File: config.mk
export PLATFORM = sky130hd
export DESIGN_NAME = pbv_alu
export DESIGN_NICKNAME = d
export VERILOG_FILES = /design/src/rtl/pbv_pkg.sv /design/src/rtl/pbv_lane.sv /design/src/rtl/pbv_align.sv /design/src/rtl/pbv_hadd.sv /design/src/rtl/pbv_alu.sv
export SDC_FILE = /design/constraint.sdc
export NUM_CORES = 1
export LEC_CHECK = 0
export ABC_AREA = 1
export CAP_MARGIN = 20
export CELL_PAD_IN_SITES_DETAIL_PLACEMENT = 1
export CELL_PAD_IN_SITES_GLOBAL_PLACEMENT = 1
export CORE_UTILIZATION = 25
export CTS_CLUSTER_SIZE = 25
export DETAILED_ROUTE_END_ITERATION = 10
export DONT_BUFFER_PORTS = 1
export PLACE_DENSITY_LB_ADDON = 0.1
export SYNTH_ARGS = -nofsm -noshare
export SYNTH_HDL_FRONTEND = slang
export SYNTH_SLANG_ARGS = --single-unit
export TNS_END_PERCENT = 50
File: constraint.sdc
create_clock -name clk -period 4.15 [get_ports clk]
set_input_delay 0.83 -clock clk [delete_from_list [all_inputs] [get_ports clk]]
set_output_delay 0.83 -clock clk [all_outputs]
set_load 0.005 [all_outputs]
File: src/rtl/pbv_pkg.sv
`timescale 1ns/1ps
package pbv_pkg;
  localparam int OPW = 3;
  localparam logic [OPW-1:0] OP_ADDB  = 3'd0;
  localparam logic [OPW-1:0] OP_AVGB  = 3'd1;
  localparam logic [OPW-1:0] OP_SAD   = 3'd2;
  localparam logic [OPW-1:0] OP_ALIGN = 3'd3;
  localparam logic [OPW-1:0] OP_ADDH  = 3'd4;
endpackage

File: src/rtl/pbv_lane.sv
`timescale 1ns/1ps
module pbv_lane #(
  parameter int LW   = 8,
  parameter int ACCW = 16
) (
  input  logic            clk,
  input  logic            rst_n,
  input  logic [LW-1:0]   a,
  input  logic [LW-1:0]   b,
  input  logic            do_sad,
  input  logic            acc_clr,
  output logic [LW-1:0]   add_sat,
  output logic [LW-1:0]   avg,
  output logic [LW-1:0]   absd,
  output logic [ACCW-1:0] acc
);
  function automatic logic [LW-1:0] f_sat_add(logic [LW-1:0] x, logic [LW-1:0] y);
    logic [LW:0] s;
    s = {1'b0, x} + {1'b0, y};
    return s[LW] ? {LW{1'b1}} : s[LW-1:0];
  endfunction

  function automatic logic [LW-1:0] f_avg(logic [LW-1:0] x, logic [LW-1:0] y);
    logic [LW:0] s;
    s = {1'b0, x} + {1'b0, y} + {{LW{1'b0}}, 1'b1};
    return s[LW:1];
  endfunction

  function automatic logic [LW-1:0] f_absd(logic [LW-1:0] x, logic [LW-1:0] y);
    return (x >= y) ? (x - y) : (y - x);
  endfunction

  function automatic logic [ACCW-1:0] f_acc(logic [ACCW-1:0] s, logic [LW-1:0] d);
    logic [ACCW:0] t;
    t = {1'b0, s} + {{(ACCW+1-LW){1'b0}}, d};
    return t[ACCW] ? {ACCW{1'b1}} : t[ACCW-1:0];
  endfunction

  logic            acc_at_max;
  logic [ACCW-1:0] acc_next;

  assign add_sat    = f_sat_add(a, b);
  assign avg        = f_avg(a, b);
  assign absd       = f_absd(a, b);
  assign acc_next   = f_acc(acc, absd);
  assign acc_at_max = (acc == {ACCW{1'b1}});

  always_ff @(posedge clk) begin
    if (!rst_n)       acc <= '0;
    else if (acc_clr) acc <= '0;
    else if (do_sad)  acc <= acc_next;
  end

  // a clear always leaves zero, even with an absolute-difference request
  a_r7_clear_wins: assert property (@(posedge clk) disable iff (!rst_n)
    acc_clr |=> (acc == '0));
  // no accumulation request and no clear keeps the sum unchanged
  a_r8_acc_hold: assert property (@(posedge clk) disable iff (!rst_n)
    (!acc_clr && !do_sad) |=> $stable(acc));
  // accumulation never lowers the sum, and a full sum stays full
  a_r4_no_wrap: assert property (@(posedge clk) disable iff (!rst_n)
    (!acc_clr && do_sad) |=> (acc >= $past(acc)));
  a_r4_sticky_max: assert property (@(posedge clk) disable iff (!rst_n)
    (!acc_clr && do_sad && acc_at_max) |=> (acc == {ACCW{1'b1}}));
  // the clipped sum is never below either operand
  a_r2_clip_floor: assert property (@(posedge clk) disable iff (!rst_n)
    (add_sat >= a) && (add_sat >= b));
  // the average lies between the two operands
  a_r3_avg_between: assert property (@(posedge clk) disable iff (!rst_n)
    ((a <= b) -> (avg >= a && avg <= b)) && ((a > b) -> (avg >= b && avg <= a)));
endmodule

File: src/rtl/pbv_align.sv
`timescale 1ns/1ps
module pbv_align #(
  parameter int LANES = 4,
  parameter int LW    = 8
) (
  input  logic [LANES*LW-1:0]       lo,
  input  logic [LANES*LW-1:0]       hi,
  input  logic [$clog2(LANES)-1:0]  off,
  output logic [LANES*LW-1:0]       out
);
  localparam int OFFW = $clog2(LANES);
  localparam int IDXW = OFFW + 1;

  logic [LW-1:0] cat_b [2*LANES];

  for (genvar j = 0; j < LANES; j++) begin : g_split
    assign cat_b[j]         = lo[j*LW +: LW];
    assign cat_b[j + LANES] = hi[j*LW +: LW];
  end

  for (genvar i = 0; i < LANES; i++) begin : g_pick
    logic [IDXW-1:0] idx;
    assign idx = IDXW'(i) + {1'b0, off};
    assign out[i*LW +: LW] = cat_b[idx];
  end
endmodule

File: src/rtl/pbv_hadd.sv
`timescale 1ns/1ps
module pbv_hadd #(
  parameter int LANES = 4,
  parameter int LW    = 8
) (
  input  logic [LANES*LW-1:0] a,
  input  logic [LANES*LW-1:0] b,
  output logic [LANES*LW-1:0] sum
);
  localparam int HW     = 2 * LW;
  localparam int HLANES = LANES / 2;

  function automatic logic [HW-1:0] f_hsat(logic [HW-1:0] x, logic [HW-1:0] y);
    logic [HW:0] s;
    s = {1'b0, x} + {1'b0, y};
    return s[HW] ? {HW{1'b1}} : s[HW-1:0];
  endfunction

  for (genvar h = 0; h < HLANES; h++) begin : g_half
    assign sum[h*HW +: HW] = f_hsat(a[h*HW +: HW], b[h*HW +: HW]);
  end
endmodule

File: src/rtl/pbv_alu.sv
`timescale 1ns/1ps
module pbv_alu #(
  parameter int LANES = 4,
  parameter int LW    = 8,
  parameter int ACCW  = 16
) (
  input  logic                        clk,
  input  logic                        rst_n,
  input  logic                        in_valid,
  input  logic [pbv_pkg::OPW-1:0]     op,
  input  logic [LANES*LW-1:0]         src0,
  input  logic [LANES*LW-1:0]         src1,
  input  logic [$clog2(LANES)-1:0]    align_off,
  input  logic                        acc_clr,
  output logic                        out_valid,
  output logic [LANES*LW-1:0]         result,
  output logic [LANES*ACCW-1:0]       acc
);
  import pbv_pkg::*;

  localparam int W  = LANES * LW;

  logic [W-1:0] add_v, avg_v, abs_v, aln_v, hadd_v, res_next;
  logic         sad_fire;

  assign sad_fire = in_valid && (op == OP_SAD);

  for (genvar i = 0; i < LANES; i++) begin : g_lane
    pbv_lane #(.LW(LW), .ACCW(ACCW)) u_lane (
      .clk     (clk),
      .rst_n   (rst_n),
      .a       (src0[i*LW +: LW]),
      .b       (src1[i*LW +: LW]),
      .do_sad  (sad_fire),
      .acc_clr (acc_clr),
      .add_sat (add_v[i*LW +: LW]),
      .avg     (avg_v[i*LW +: LW]),
      .absd    (abs_v[i*LW +: LW]),
      .acc     (acc[i*ACCW +: ACCW])
    );
  end

  pbv_align #(.LANES(LANES), .LW(LW)) u_align (
    .lo (src0), .hi (src1), .off (align_off), .out (aln_v)
  );

  pbv_hadd #(.LANES(LANES), .LW(LW)) u_hadd (
    .a (src0), .b (src1), .sum (hadd_v)
  );

  always_comb begin
    case (op)
      OP_ADDB:  res_next = add_v;
      OP_AVGB:  res_next = avg_v;
      OP_SAD:   res_next = abs_v;
      OP_ALIGN: res_next = aln_v;
      OP_ADDH:  res_next = hadd_v;
      default:  res_next = '0;
    endcase
  end

  always_ff @(posedge clk) begin
    if (!rst_n) begin
      out_valid <= 1'b0;
      result    <= '0;
    end else begin
      out_valid <= in_valid;
      if (in_valid) result <= res_next;
    end
  end

  // the strobe follows the request by one clock
  a_r1_valid_follows: assert property (@(posedge clk) disable iff (!rst_n)
    in_valid |=> out_valid);
  a_r1_no_spurious: assert property (@(posedge clk) disable iff (!rst_n)
    !in_valid |=> !out_valid);
  // no request, no change of result
  a_r10_hold: assert property (@(posedge clk) disable iff (!rst_n)
    !in_valid |=> $stable(result));
  // reserved codes return zero
  a_r9_reserved_zero: assert property (@(posedge clk) disable iff (!rst_n)
    (in_valid && op > OP_ADDH) |=> (result == '0));
endmodule

==> results of run 1 <==
## state kept, by name, summed over array words and instances, names as in the netlist
name	cells
g_lane.u_lane.acc	64
result	32
out_valid	1
## power breakdown
part	total, mW	switching (mW)	leakage, nW	internal, mW
sequential	0.999	0.0390	0.786	0.960
combinational	1.96	1.32	6.76	0.640
clock	0.877	0.450	0.143	0.427
total	3.83	1.81	7.69	2.03
## how the worst max path moves through the flow
stage / start / cells past startpoint / to
detailed placement: src0[16] / 22 / g_lane[2].u_lane.acc[11]$_SDFFE_PP0P_
global route: src0[24] / 24 / g_lane[3].u_lane.acc[14]$_SDFFE_PP0P_
CTS: src0[16] / 22 / g_lane[2].u_lane.acc[11]$_SDFFE_PP0P_
floorplan: src0[0] / 22 / g_lane[0].u_lane.acc[10]$_SDFFE_PP0P_
finish: src0[0] / 22 / g_lane[0].u_lane.acc[11]$_SDFFE_PP0P_
global placement: src0[0] / 23 / g_lane[0].u_lane.acc[10]$_SDFFE_PP0P_
## synth_stat cells, types with 6 or more instances
master | n | share of area
nand2_1 | 709 | 0.19
inv_1 | 321 | 0.087
nand3_1 | 190 | 0.069
a21oi_1 | 185 | 0.067
o21ai_0 | 176 | 0.064
nor2_1 | 172 | 0.047
ha_1 | 134 | 0.12
dfxtp_1 | 97 | 0.14
xor2_1 | 51 | 0.032
nand4_1 | 42 | 0.019
clkbuf_1 | 34 | 0.0092
buf_2 | 33 | 0.012
o211ai_1 | 25 | 0.014
nor3_1 | 23 | 0.0083
fa_1 | 16 | 0.023
inv_2 | 15 | 0.0041
o21ai_1 | 15 | 0.0054
a31oi_1 | 12 | 0.0054
o21bai_1 | 12 | 0.0065
a21o_1 | 10 | 0.0054
buf_4 | 10 | 0.0054
nor2_2 | 10 | 0.0045
xnor2_1 | 10 | 0.0063
o21a_1 | 9 | 0.0049
nand3b_1 | 8 | 0.0044
nand2_2 | 7 | 0.0032
clkinv_1 | 6 | 0.0016
## layer usage
layer  routed length [um]  global-route usage  vias to the layer above
met5                    0                   0                        -
met3                 3337             0.04173                       44
met2                27640              0.3549                      271
li1                     -                   -                     7791
met1                31850              0.3198                     7367
met4                 1323             0.05470                        0
## area by class of cell
type | count | area [sq um]
Antenna cell | 1 | 2.502
Clock buffer | 9 | 225.2
Timing Repair Buffer | 96 | 720.7
Sequential cell | 97 | 1942
Tap cell | 696 | 870.8
Clock inverter | 7 | 72.57
Multi-Input combinational cell | 1866 | 10190
Fill cell | 7107 | 38820
Inverter | 343 | 1290
## metrics by stage
step,instance area (sq um),hold slack (ps)
finish,15310,491.8
global route,15310,526.1
floorplan,13800,460.6
CTS,15300,499.6
global placement,15000,486.5
detailed placement,15000,487.7
## worst register-to-register path, delay by kind of cell (launching register included)
kind,cells,cell delay (ps)
adder cells (fa/ha/maj),2,690
AND/OR/NAND/NOR,5,640
buffers and inverters,4,460
flip-flops,1,420
AO/OA/AOI/OAI,3,340
## cell families (layout without fill, tap and decap cells)
logic type	after synthesis	after routing	share of synthesized area
flops	97	97	0.1407
fa+ha+maj	150	150	0.1447
buf+inv	424	455	0.1229
xor+xnor	62	62	0.03989
simple gates	1179	1179	0.3584
compound gates	475	475	0.1934
other cells	0	1	0
==> results by group, run 1 <==
Run status
  – Outcome: finished, final reports clean

Timing
  – Setup-violating endpoint count in the final report: 0
  – Hold Vio Cnt, Final: 0
  – Slew headroom: 0.3668
  – Max Transition Viols Final: 0
  – Peak Freq: roughly 0.26 GHz
  – Skew final: 9.091 ps
  – Final Cycle Share: 0.9196
  – Setup ws final: 333.8 ps
  – Worst-Margin Slew: 948.8 ps
  – RSZ-0062 raised after global routing: yes
  – Setup TNS: 0 ps
  – Crit path time final: 3816 ps

Die
  – Chip Width: 237.0 um
  – Starting density of the core: 0.2550
  – Core area: 54130 sq um
  – Ports: 170
  – Site Rows: 85
  – Total die area: 56150 sq um
  – Die Y-Extent: 237.0 um

Clock tree
  – Skew-Pair Late Insertion Delay: roughly 360 ps
  – Hold Buf Count CTS: 0
  – Max H-tree Level: 3
  – Clock root buffer: clkbuf_16
  – CTS buffer count: 9
  – TritonCTS clock tree: built
  – Clock sink count: between 90 and 100
  – CTS max path bufs: 2
  – PostCTS Resize Cnt: 0
  – Worst-path clk slew: 80 ps
  – # Post-CTS Setup Buffers: 0

Power and ir drop
  – Power Density: 250.3 nW/um^2
  – Leak: 7.689 nW
  – Peak VDD IR: 184.5 uV
  – Overall Power: approximately 3.8 mW

Layout
  – Final core utilization: 0.2829
  – Layout cell share with drive strength beyond 1: 0.07320
  – Final non-filler cell total: 3115
  – Final net count: 2636
  – Area grow syn2layout: 10.96%
  – Commonest non-fill, non-tap cells in the layout: 708 x nand2_1, 320 x inv_1, 190 x nand3_1
  – Commonest non-fill, non-tap cell in the layout: nand2_1

Flow run
  – Max Cap Viol: 0

Setup path
  – Reg2reg end: g_lane[0].u_lane.acc[11]$_SDFFE_PP0P_
  – CP Capture Type: register
  – CP max stage delay: 450 ps
  – Cell Chain, Critical Path: inv_1 -> ha_1 -> inv_1 -> fa_1 -> nand3_1 -> nand2_1 -> o21ai_1 -> nand2_2 -> nand2_1 -> o21ai_0 -> fa_1 -> nand3b_1 -> nand2_1 -> a21oi_1 -> o21ai_0 -> buf_4 -> nand3_1 -> nor2_1 -> inv_1 -> nand2_1 -> o21ai_0 -> inv_1
  – CP Max Fanout: 8
  – Startpoint Class: input pin
  – CP top delay family: adder cells
  – Number of cells on the worst reg-to-reg path: 14
  – Worst reg2reg setup slack: 1550 ps
  – Crit Path Class: input pin to register
  – CP bufs+invs: 5
  – Reg2reg start: g_lane[0].u_lane.acc[0]$_SDFFE_PP0P_
  – Critical Path AT: 4130 ps
  – CP max stage cell: fa_1
  – Req. time, crit path: between 4000 and 5000 ps

Routing
  – DRT Wirelength: 64.15 mm
  – DRC violations left: 0
  – Avg Vias per Cell: 4.967
  – First-pass detailed-route iteration total: 6
  – DR WL/cell: roughly 20 um
  – 1st-iter DRT viols: 770
  – DR vias: between 15000 and 20000
  – Antenna-violating nets left: 0

Synthesis
  – Sequential share of the synthesized area: 0.1407
  – Syn Nets: 2610
  – Netlist Area Pre-Place: 13800 sq um
  – Async SR Flop Fraction: 0
  – Synth Warn #: 0
  – Yosys reg bits: between 90 and 100
  – Synth Instances: 2387
  – Mean Syn Cell Area: 5.782 sq um
  – Synth unique cells: 55
  – Number of synthesized flops with an enable pin: 0
  – Main synth FF type: dfxtp_1

Placed design
  – Placed Cells: approximately 3100
  – Port Buffers: 0
  – DP Wirelength: 54.68 mm
  – Post-Place Setup Slack: -72.04 ps
  – RePlAce Congestion: 0.8749

Hold path
  – Hold Crit Depth: 2
  – Hold path start: result[30]$_SDFFE_PN0P_
  – End point of the worst hold path: result[30]$_SDFFE_PN0P_
  – Hold Crit Class: register to register

Global routing
  – First-pass GRT wire length: 97.74 mm
  – Pin count of the biggest net entering global routing: 106
  – Initial antenna violation count: 0
  – Total grt overflow: 0
  – Total track usage: 0.2273
  – Vias in the first global route: between 15000 and 20000
No activity file was read; power rests on OpenSTA's default activity.
==> inputs of run 2 (changes only) <==
--- a/config.mk
+++ b/config.mk
@@ -9,11 +9,12 @@
 export CAP_MARGIN = 20
 export CELL_PAD_IN_SITES_DETAIL_PLACEMENT = 1
 export CELL_PAD_IN_SITES_GLOBAL_PLACEMENT = 1
+export CORE_ASPECT_RATIO = 2
 export CORE_UTILIZATION = 25
 export CTS_CLUSTER_SIZE = 25
 export DETAILED_ROUTE_END_ITERATION = 10
 export DONT_BUFFER_PORTS = 1
-export PLACE_DENSITY_LB_ADDON = 0.1
+export PLACE_DENSITY = 0.62
 export SYNTH_ARGS = -nofsm -noshare
 export SYNTH_HDL_FRONTEND = slang
 export SYNTH_SLANG_ARGS = --single-unit
==> run 2 against run 1 <==
  * Combinational power grew 6%
  * Worst hold slack lost 1.2 ps
  * Core utilization grew 0.44 points
  * Via count grew 5.4%
  * Sequential power shrank 0.9%
  * Maximum frequency shrank 0.26%
  * First-iteration DRC count shrank 21%
  * Die area grew 0.10%
  * Global-route usage grew 2.8 points
  * Cell count grew 0.77%
  * Sequential share of layout area shrank 0.28 points
  * Cell area grew 2.2%
==> results by group, run 2 (synthesized netlist as in run 1, its figures left out) <==
Layout
  – Final net count: 2677
  – Layout cell share with drive strength beyond 1: 0.08947
  – Final non-filler cell total: 3139
  – Commonest non-fill, non-tap cells in the layout: 708 x nand2_1, 320 x inv_1, 190 x nand3_1
  – Regs by FF count: g_lane.u_lane.acc x64, result x32, out_valid x1
  – Commonest non-fill, non-tap cell in the layout: nand2_1
  – Filler Cell Count: 7237
  – Area grow syn2layout: 13.44%
  – Register name with the most flops: g_lane.u_lane.acc
  – Final core utilization: 0.2873
  – Largest register FFs: 64

Die
  – Total die area: 56210 sq um
  – Core area: ~55000 sq um
  – Starting density of the core: 0.2532
  – Ports: 170
  – Chip Width: 168.1 um
  – Die Y-Extent: 334.3 um
  – Site Rows: 121

Run status
  – Outcome: finished, final reports clean

Timing
  – Worst-Margin Slew: 830.4 ps
  – Skew final: 9.935 ps
  – Hold Vio Cnt, Final: 0
  – Final Cycle Share: 0.9219
  – RSZ-0062 raised after global routing: no
  – Max Transition Viols Final: 0
  – Setup-violating endpoint count in the final report: 0
  – WHS: 490.6 ps
  – Setup ws final: 324.0 ps
  – Peak Freq: 0.2614 GHz
  – Slew headroom: 0.4464
  – Crit path time final: 3826 ps

Routing
  – First-pass detailed-route iteration total: 5
  – 1st-iter DRT viols: between 600 and 700
  – DR WL/cell: 22.66 um
  – DR vias: 16310
  – DRT Wirelength: approximately 71 mm
  – Avg Vias per Cell: 5.196
  – DRC violations left: 0
  – Antenna-violating nets left: 0

Global routing
  – Pin count of the biggest net entering global routing: 106
  – Total grt overflow: 0
  – Initial antenna violation count: 2
  – Vias in the first global route: 17690
  – Total track usage: 0.2548
  – First-pass GRT wire length: 105.9 mm

Clock tree
  – Skew-Pair Late Insertion Delay: 380 ps
  – Clock sink count: 97
  – CTS buffer count: 9
  – Max H-tree Level: 3
  – CTS max path bufs: 2
  – Worst-path clk slew: 80 ps
  – Hold Buf Count CTS: 0
  – TritonCTS clock tree: built
  – Clock root buffer: clkbuf_16

Power and ir drop
  – Clk pwr share: 0.248
  – Int Power: 2.205 mW
  – Power Density: 261.2 nW/um^2
  – Sequential power share: 0.242
  – Power share of the combinational group: 0.510
  – Peak VDD IR: 165.1 uV
  – Sw power: 1.885 mW
  – Switching share of power: 0.4608
  – Leak: 7.906 nW

Hold path
  – Hold Crit Depth: 2
  – Hold Crit Class: register to register
  – Hold path start: result[27]$_SDFFE_PN0P_
  – End point of the worst hold path: result[27]$_SDFFE_PN0P_

Setup path
  – CP Capture Type: register
  – CP bufs+invs: 5
  – Startpoint Class: input pin
  – CP top delay family: simple AND/OR/NAND/NOR gates
  – Reg2reg start: g_lane[0].u_lane.acc[0]$_SDFFE_PP0P_
  – CP max stage cell: fa_1
  – Crit Path Class: input pin to register
  – CP Max Fanout: 6
  – Worst reg2reg setup slack: 1530 ps
  – CP max stage delay: 440 ps
  – Crit-path most repeated cell: nand2_1
  – Reg2reg end: g_lane[0].u_lane.acc[10]$_SDFFE_PP0P_
  – Number of cells on the worst reg-to-reg path: 15
  – Cell Chain, Critical Path: inv_1 -> ha_1 -> inv_1 -> fa_1 -> nand2_1 -> nand2_1 -> nand2_1 -> nand3_2 -> o21a_1 -> fa_1 -> nand3b_1 -> nor2_1 -> nor2_1 -> nand2_1 -> nand2_1 -> a21oi_1 -> inv_1 -> nand2_1 -> inv_1 -> nand2_1 -> o211ai_1 -> inv_1
  – Critical Path AT: 4150 ps
  – Req. time, crit path: 4480 ps

Placed design
  – RePlAce Congestion: about 0.98
  – DP Wirelength: a little over 60 mm
  – Placed Cells: approximately 3100
  – Post-Place Setup Slack: -182.5 ps
  – Port Buffers: 0

Flow run
  – Max Cap Viol: 0
[run 2: cell type report]
class,instances,area (sq um),share of cell area
antenna,4,10.01,0.0006393
clock buffer,10,239.0,0.01526
clock inverter,6,96.34,0.006153
inverter,343,1290,0.08239
multi-input combinational,1866,10210,0.6518
sequential,97,1942,0.1240
tap,676,845.8,0.05402
timing repair buffer,137,1028,0.06569
[run 2: routing by layer]
layer	track usage	share of wire	vias to the layer above
met5	0	0	-
li1	-	-	7858
met3	0.05692	0.056	238
met2	0.4723	0.51	458
met4	0.2458	0.11	0
met1	0.2226	0.33	7755
[run 2: worst max-delay path by stage]
| stage | slack (ps) | start | depth (start not counted) | endpoint |
|---|---|---|---|---|
| 4_1_cts | 220 | src0[16] | 19 | g_lane[2].u_lane.acc[6]$_SDFFE_PP0P_ |
| 3_5_place_dp | -180 | src0[16] | 19 | g_lane[2].u_lane.acc[6]$_SDFFE_PP0P_ |
| 5_1_grt | 3 | src0[8] | 25 | g_lane[1].u_lane.acc[11]$_SDFFE_PP0P_ |
| 2_1_floorplan | 290 | src0[0] | 22 | g_lane[0].u_lane.acc[10]$_SDFFE_PP0P_ |
| 6_report | 320 | src0[8] | 22 | g_lane[1].u_lane.acc[1]$_SDFFE_PP0P_ |
| 3_3_place_gp | -120 | src0[16] | 19 | g_lane[2].u_lane.acc[6]$_SDFFE_PP0P_ |
[run 2: stage by stage]
stage          area (sq um)  TNS [ps]  total power [mW]
3_3_place_gp          15280    -710.8             3.031
6_report              15660         0             4.090
2_1_floorplan         13800         0             2.289
3_5_place_dp          15280     -2857             3.073
5_1_grt               15660         0             4.369
4_1_cts               15610         0             4.110
[run 2: worst register-to-register path: cells and delay by family (launching register included)]
family                     cells  cell delay, ps
DFF                            1             500
buffers and inverters          4             360
AOI/OAI and AO/OA              3             380
adders and majority gates      2             680
and+or+nand+nor                6             590
[run 2: repair_timing]
| action | CTS | global route |
|---|---|---|
| resized for setup | 0 | 11 |
| endpoints found under the setup margin | 0 | 19 |
| buffers inserted | 0 | 1 |
[run 2: power by group through the flow]
stage,sequential (mW),clock (mW),combinational [mW]
final,0.990,1.02,2.08
after global routing,0.994,1.08,2.29
after CTS,0.990,1.05,2.07
after detailed placement,1.01,0,2.06
after global placement,1.01,0,2.02
after floorplan,0.999,0,1.29
==> inputs of run 3 (changes only) <==
--- a/config.mk
+++ b/config.mk
@@ -10,11 +10,12 @@
 export CELL_PAD_IN_SITES_DETAIL_PLACEMENT = 1
 export CELL_PAD_IN_SITES_GLOBAL_PLACEMENT = 1
 export CORE_ASPECT_RATIO = 2
-export CORE_UTILIZATION = 25
+export CORE_UTILIZATION = 46
 export CTS_CLUSTER_SIZE = 25
 export DETAILED_ROUTE_END_ITERATION = 10
 export DONT_BUFFER_PORTS = 1
-export PLACE_DENSITY = 0.62
+export PLACE_DENSITY = 0.95
+export RECOVER_POWER = 50
 export SYNTH_ARGS = -nofsm -noshare
 export SYNTH_HDL_FRONTEND = slang
 export SYNTH_SLANG_ARGS = --single-unit
==> run 3 against run 2 <==
  * Non-clock buffer count decreased by 67
  * Via count rose by 5.1%
  * Critical path type unchanged
  * First-iteration DRC count up 69%
==> results by group, run 3 (synthesized netlist as in run 1, its figures left out) <==
Setup path
  – CP max stage cell: fa_1
  – CP Max Fanout: 9
  – CP bufs+invs: 3
  – CP max stage delay: 430 ps
  – Crit Path Class: input pin to register
  – Req. time, crit path: 4390 ps
  – CP top delay family: simple AND/OR/NAND/NOR gates
  – Cell Chain, Critical Path: inv_1 -> ha_1 -> inv_1 -> fa_1 -> nand2_1 -> nand2_1 -> nand2_1 -> nand3_4 -> o21a_1 -> fa_1 -> nand3b_1 -> nor2_1 -> nor2_1 -> nand2_1 -> nand2_1 -> nand2_1 -> nand2_1 -> o21ai_0 -> o21ai_0 -> o21ai_0 -> inv_1
  – Startpoint Class: input pin
  – Critical Path AT: 4230 ps
  – CP Capture Type: register
  – Crit-path most repeated cell: nand2_1

Timing
  – Slew headroom: 0.2619
  – Final Cycle Share: 0.9607
  – Peak Freq: 0.2508 GHz
  – Hold Vio Cnt, Final: 0
  – Crit path time final: 3987 ps
  – WHS: 502.2 ps
  – Skew final: 10.89 ps
  – Setup-violating endpoint count in the final report: 0
  – Max Transition Viols Final: 0
  – Worst-Margin Slew: 1100 ps

Clock tree
  – Max H-tree Level: 3
  – TritonCTS clock tree: built
  – Skew-Pair Late Insertion Delay: 370 ps
  – Clock sink count: a little under 100
  – Clock root buffer: clkbuf_16
  – Worst-path clk slew: 80 ps
  – CTS buffer count: 9
  – CTS max path bufs: 2

Layout
  – Regs by FF count: g_lane.u_lane.acc x64, result x32, out_valid x1
  – Area grow syn2layout: 7.234%
  – Commonest non-fill, non-tap cells in the layout: 705 x nand2_1, 320 x inv_1, 190 x nand3_1
  – Commonest non-fill, non-tap cell in the layout: nand2_1
  – Largest register FFs: 64
  – Layout cell share with drive strength beyond 1: 0.06814
  – Register name with the most flops: g_lane.u_lane.acc
  – Final net count: 2610

Routing
  – Avg Vias per Cell: 6.219
  – Antenna-violating nets left: 0
  – DRT Wirelength: 64.80 mm
  – DR vias: approximately 17000
  – DR WL/cell: 23.50 um
  – First-pass detailed-route iteration total: 6
  – DRC violations left: 0
  – 1st-iter DRT viols: 1031

Die
  – Site Rows: 89
  – Ports: 170
  – Chip Width: 124.5 um
  – Core area: 29510 sq um
  – Die Y-Extent: 247.0 um
  – Starting density of the core: 0.4677
  – Total die area: approximately 31000 sq um

Placed design
  – Port Buffers: 0
  – RePlAce Congestion: approximately 1.0
  – DP Wirelength: roughly 52 mm

Hold path
  – Hold Crit Class: register to register

Run status
  – Outcome: finished, final reports clean

Power and ir drop
  – Clk pwr share: 0.236
  – Switching share of power: 0.4707
  – Sw power: 1.831 mW
  – Power Density: 262.8 nW/um^2
  – Power share of the combinational group: 0.507
  – Leak: ~7.6 nW
  – Peak VDD IR: 227.5 uV
  – Overall Power: 3.890 mW
  – Sequential power share: 0.257
  – Int Power: 2.059 mW

Global routing
  – First-pass GRT wire length: 100.1 mm
  – Pin count of the biggest net entering global routing: 106
  – Total grt overflow: 0
  – Total track usage: 0.4165
  – Vias in the first global route: 18550
  – Initial antenna violation count: 2

Flow run
  – Max Cap Viol: 0
-- run 3: cell count changes in the layout (fill, tap and decap cells not counted), moves of 2 or more --
| cell | delta |
|---|---|
| buf_4 | -68 |
| nor2_1 | -5 |
| o21ai_0 | -5 |
| nor2_2 | +4 |
| diode_2 | -3 |
| nand2_1 | -3 |
| o21ai_1 | +3 |
| inv_2 | -2 |
| inv_6 | -2 |
| inv_8 | +2 |
| nand2_2 | +2 |
| o21ai_2 | +2 |
-- run 3: final timing paths --
kind                                                              end  slack [ps]  cells after the start                            startpoint
worst max-delay path            g_lane[1].u_lane.acc[10]$_SDFFE_PP0P_         160                     21                               src0[8]
worst min register to register                result[31]$_SDFFE_PN0P_         500                      2               result[31]$_SDFFE_PN0P_
worst min-delay path                          result[31]$_SDFFE_PN0P_         500                      2               result[31]$_SDFFE_PN0P_
worst max register to register  g_lane[0].u_lane.acc[10]$_SDFFE_PP0P_        1380                     14  g_lane[0].u_lane.acc[0]$_SDFFE_PP0P_
-- run 3: per-layer routing --
| metal | global-route usage | wire length, um | part of all wire | up-vias |
|---|---|---|---|---|
| met2 | 0.7241 | 30890 | 0.48 | 856 |
| met1 | 0.3623 | 20470 | 0.32 | 8109 |
| met5 | 0 | 13 | 0.00020 | - |
| met4 | 0.4500 | 8230 | 0.13 | 2 |
| met3 | 0.1300 | 5196 | 0.080 | 459 |
| li1 | - | - | - | 7721 |
-- run 3: stage by stage --
step                worst slack, ps  setup TNS [ps]  area (sq um)    util  std cells
floorplan                     294.3               0         13800       -       2387
global placement              66.08               0         14350  0.4862       2734
detailed placement           -360.1           -5511         14350  0.4862       2734
CTS                           15.83               0         14670  0.4971       2750
global route                 -173.7          -897.5         14800  0.5015       2756
finish                        163.0               0         14800  0.5015       2757
-- run 3: power by group through the flow --
stage / Sequential, mW / Clock [mW] / Combinational (mW)
2_1_floorplan: 0.999 / 0 / 1.29
3_3_place_gp: 1.01 / 0 / 1.73
3_5_place_dp: 1.02 / 0 / 1.86
4_1_cts: 0.995 / 0.918 / 1.87
5_1_grt: 1.00 / 0.955 / 2.14
6_report: 0.999 / 0.919 / 1.97
-- run 3: layout make-up --
class                           count  area [sq um]
Fill cell                        4208         14710
Multi-Input combinational cell   1866         10260
Sequential cell                    97          1942
Inverter                          343          1292
Timing Repair Buffer               70         530.5
Tap cell                          364         455.4
Clock buffer                        9         225.2
Clock inverter                      7         96.34
Antenna cell                        1         2.502
-- run 3: worst reg2reg max path: stages (launching register included) --
cell      delay, ps
dfxtp_1         450
ha_1            310
inv_1           100
fa_1            420
nand3b_1        180
nand2_1         120
a21oi_1         100
o21ai_0         150
buf_4           150
nand3_1          70
nor2_1          260
inv_1           150
nand2_1          90
o21ai_0          70
inv_1           100
-- run 3: what timing repair did --
action	4_1_cts	5_1_grt
hold buffers	0	0
endpoints found under the hold margin	0	0
buffers inserted	0	6
setup endpoints to repair	0	34
gates resized for setup	0	32
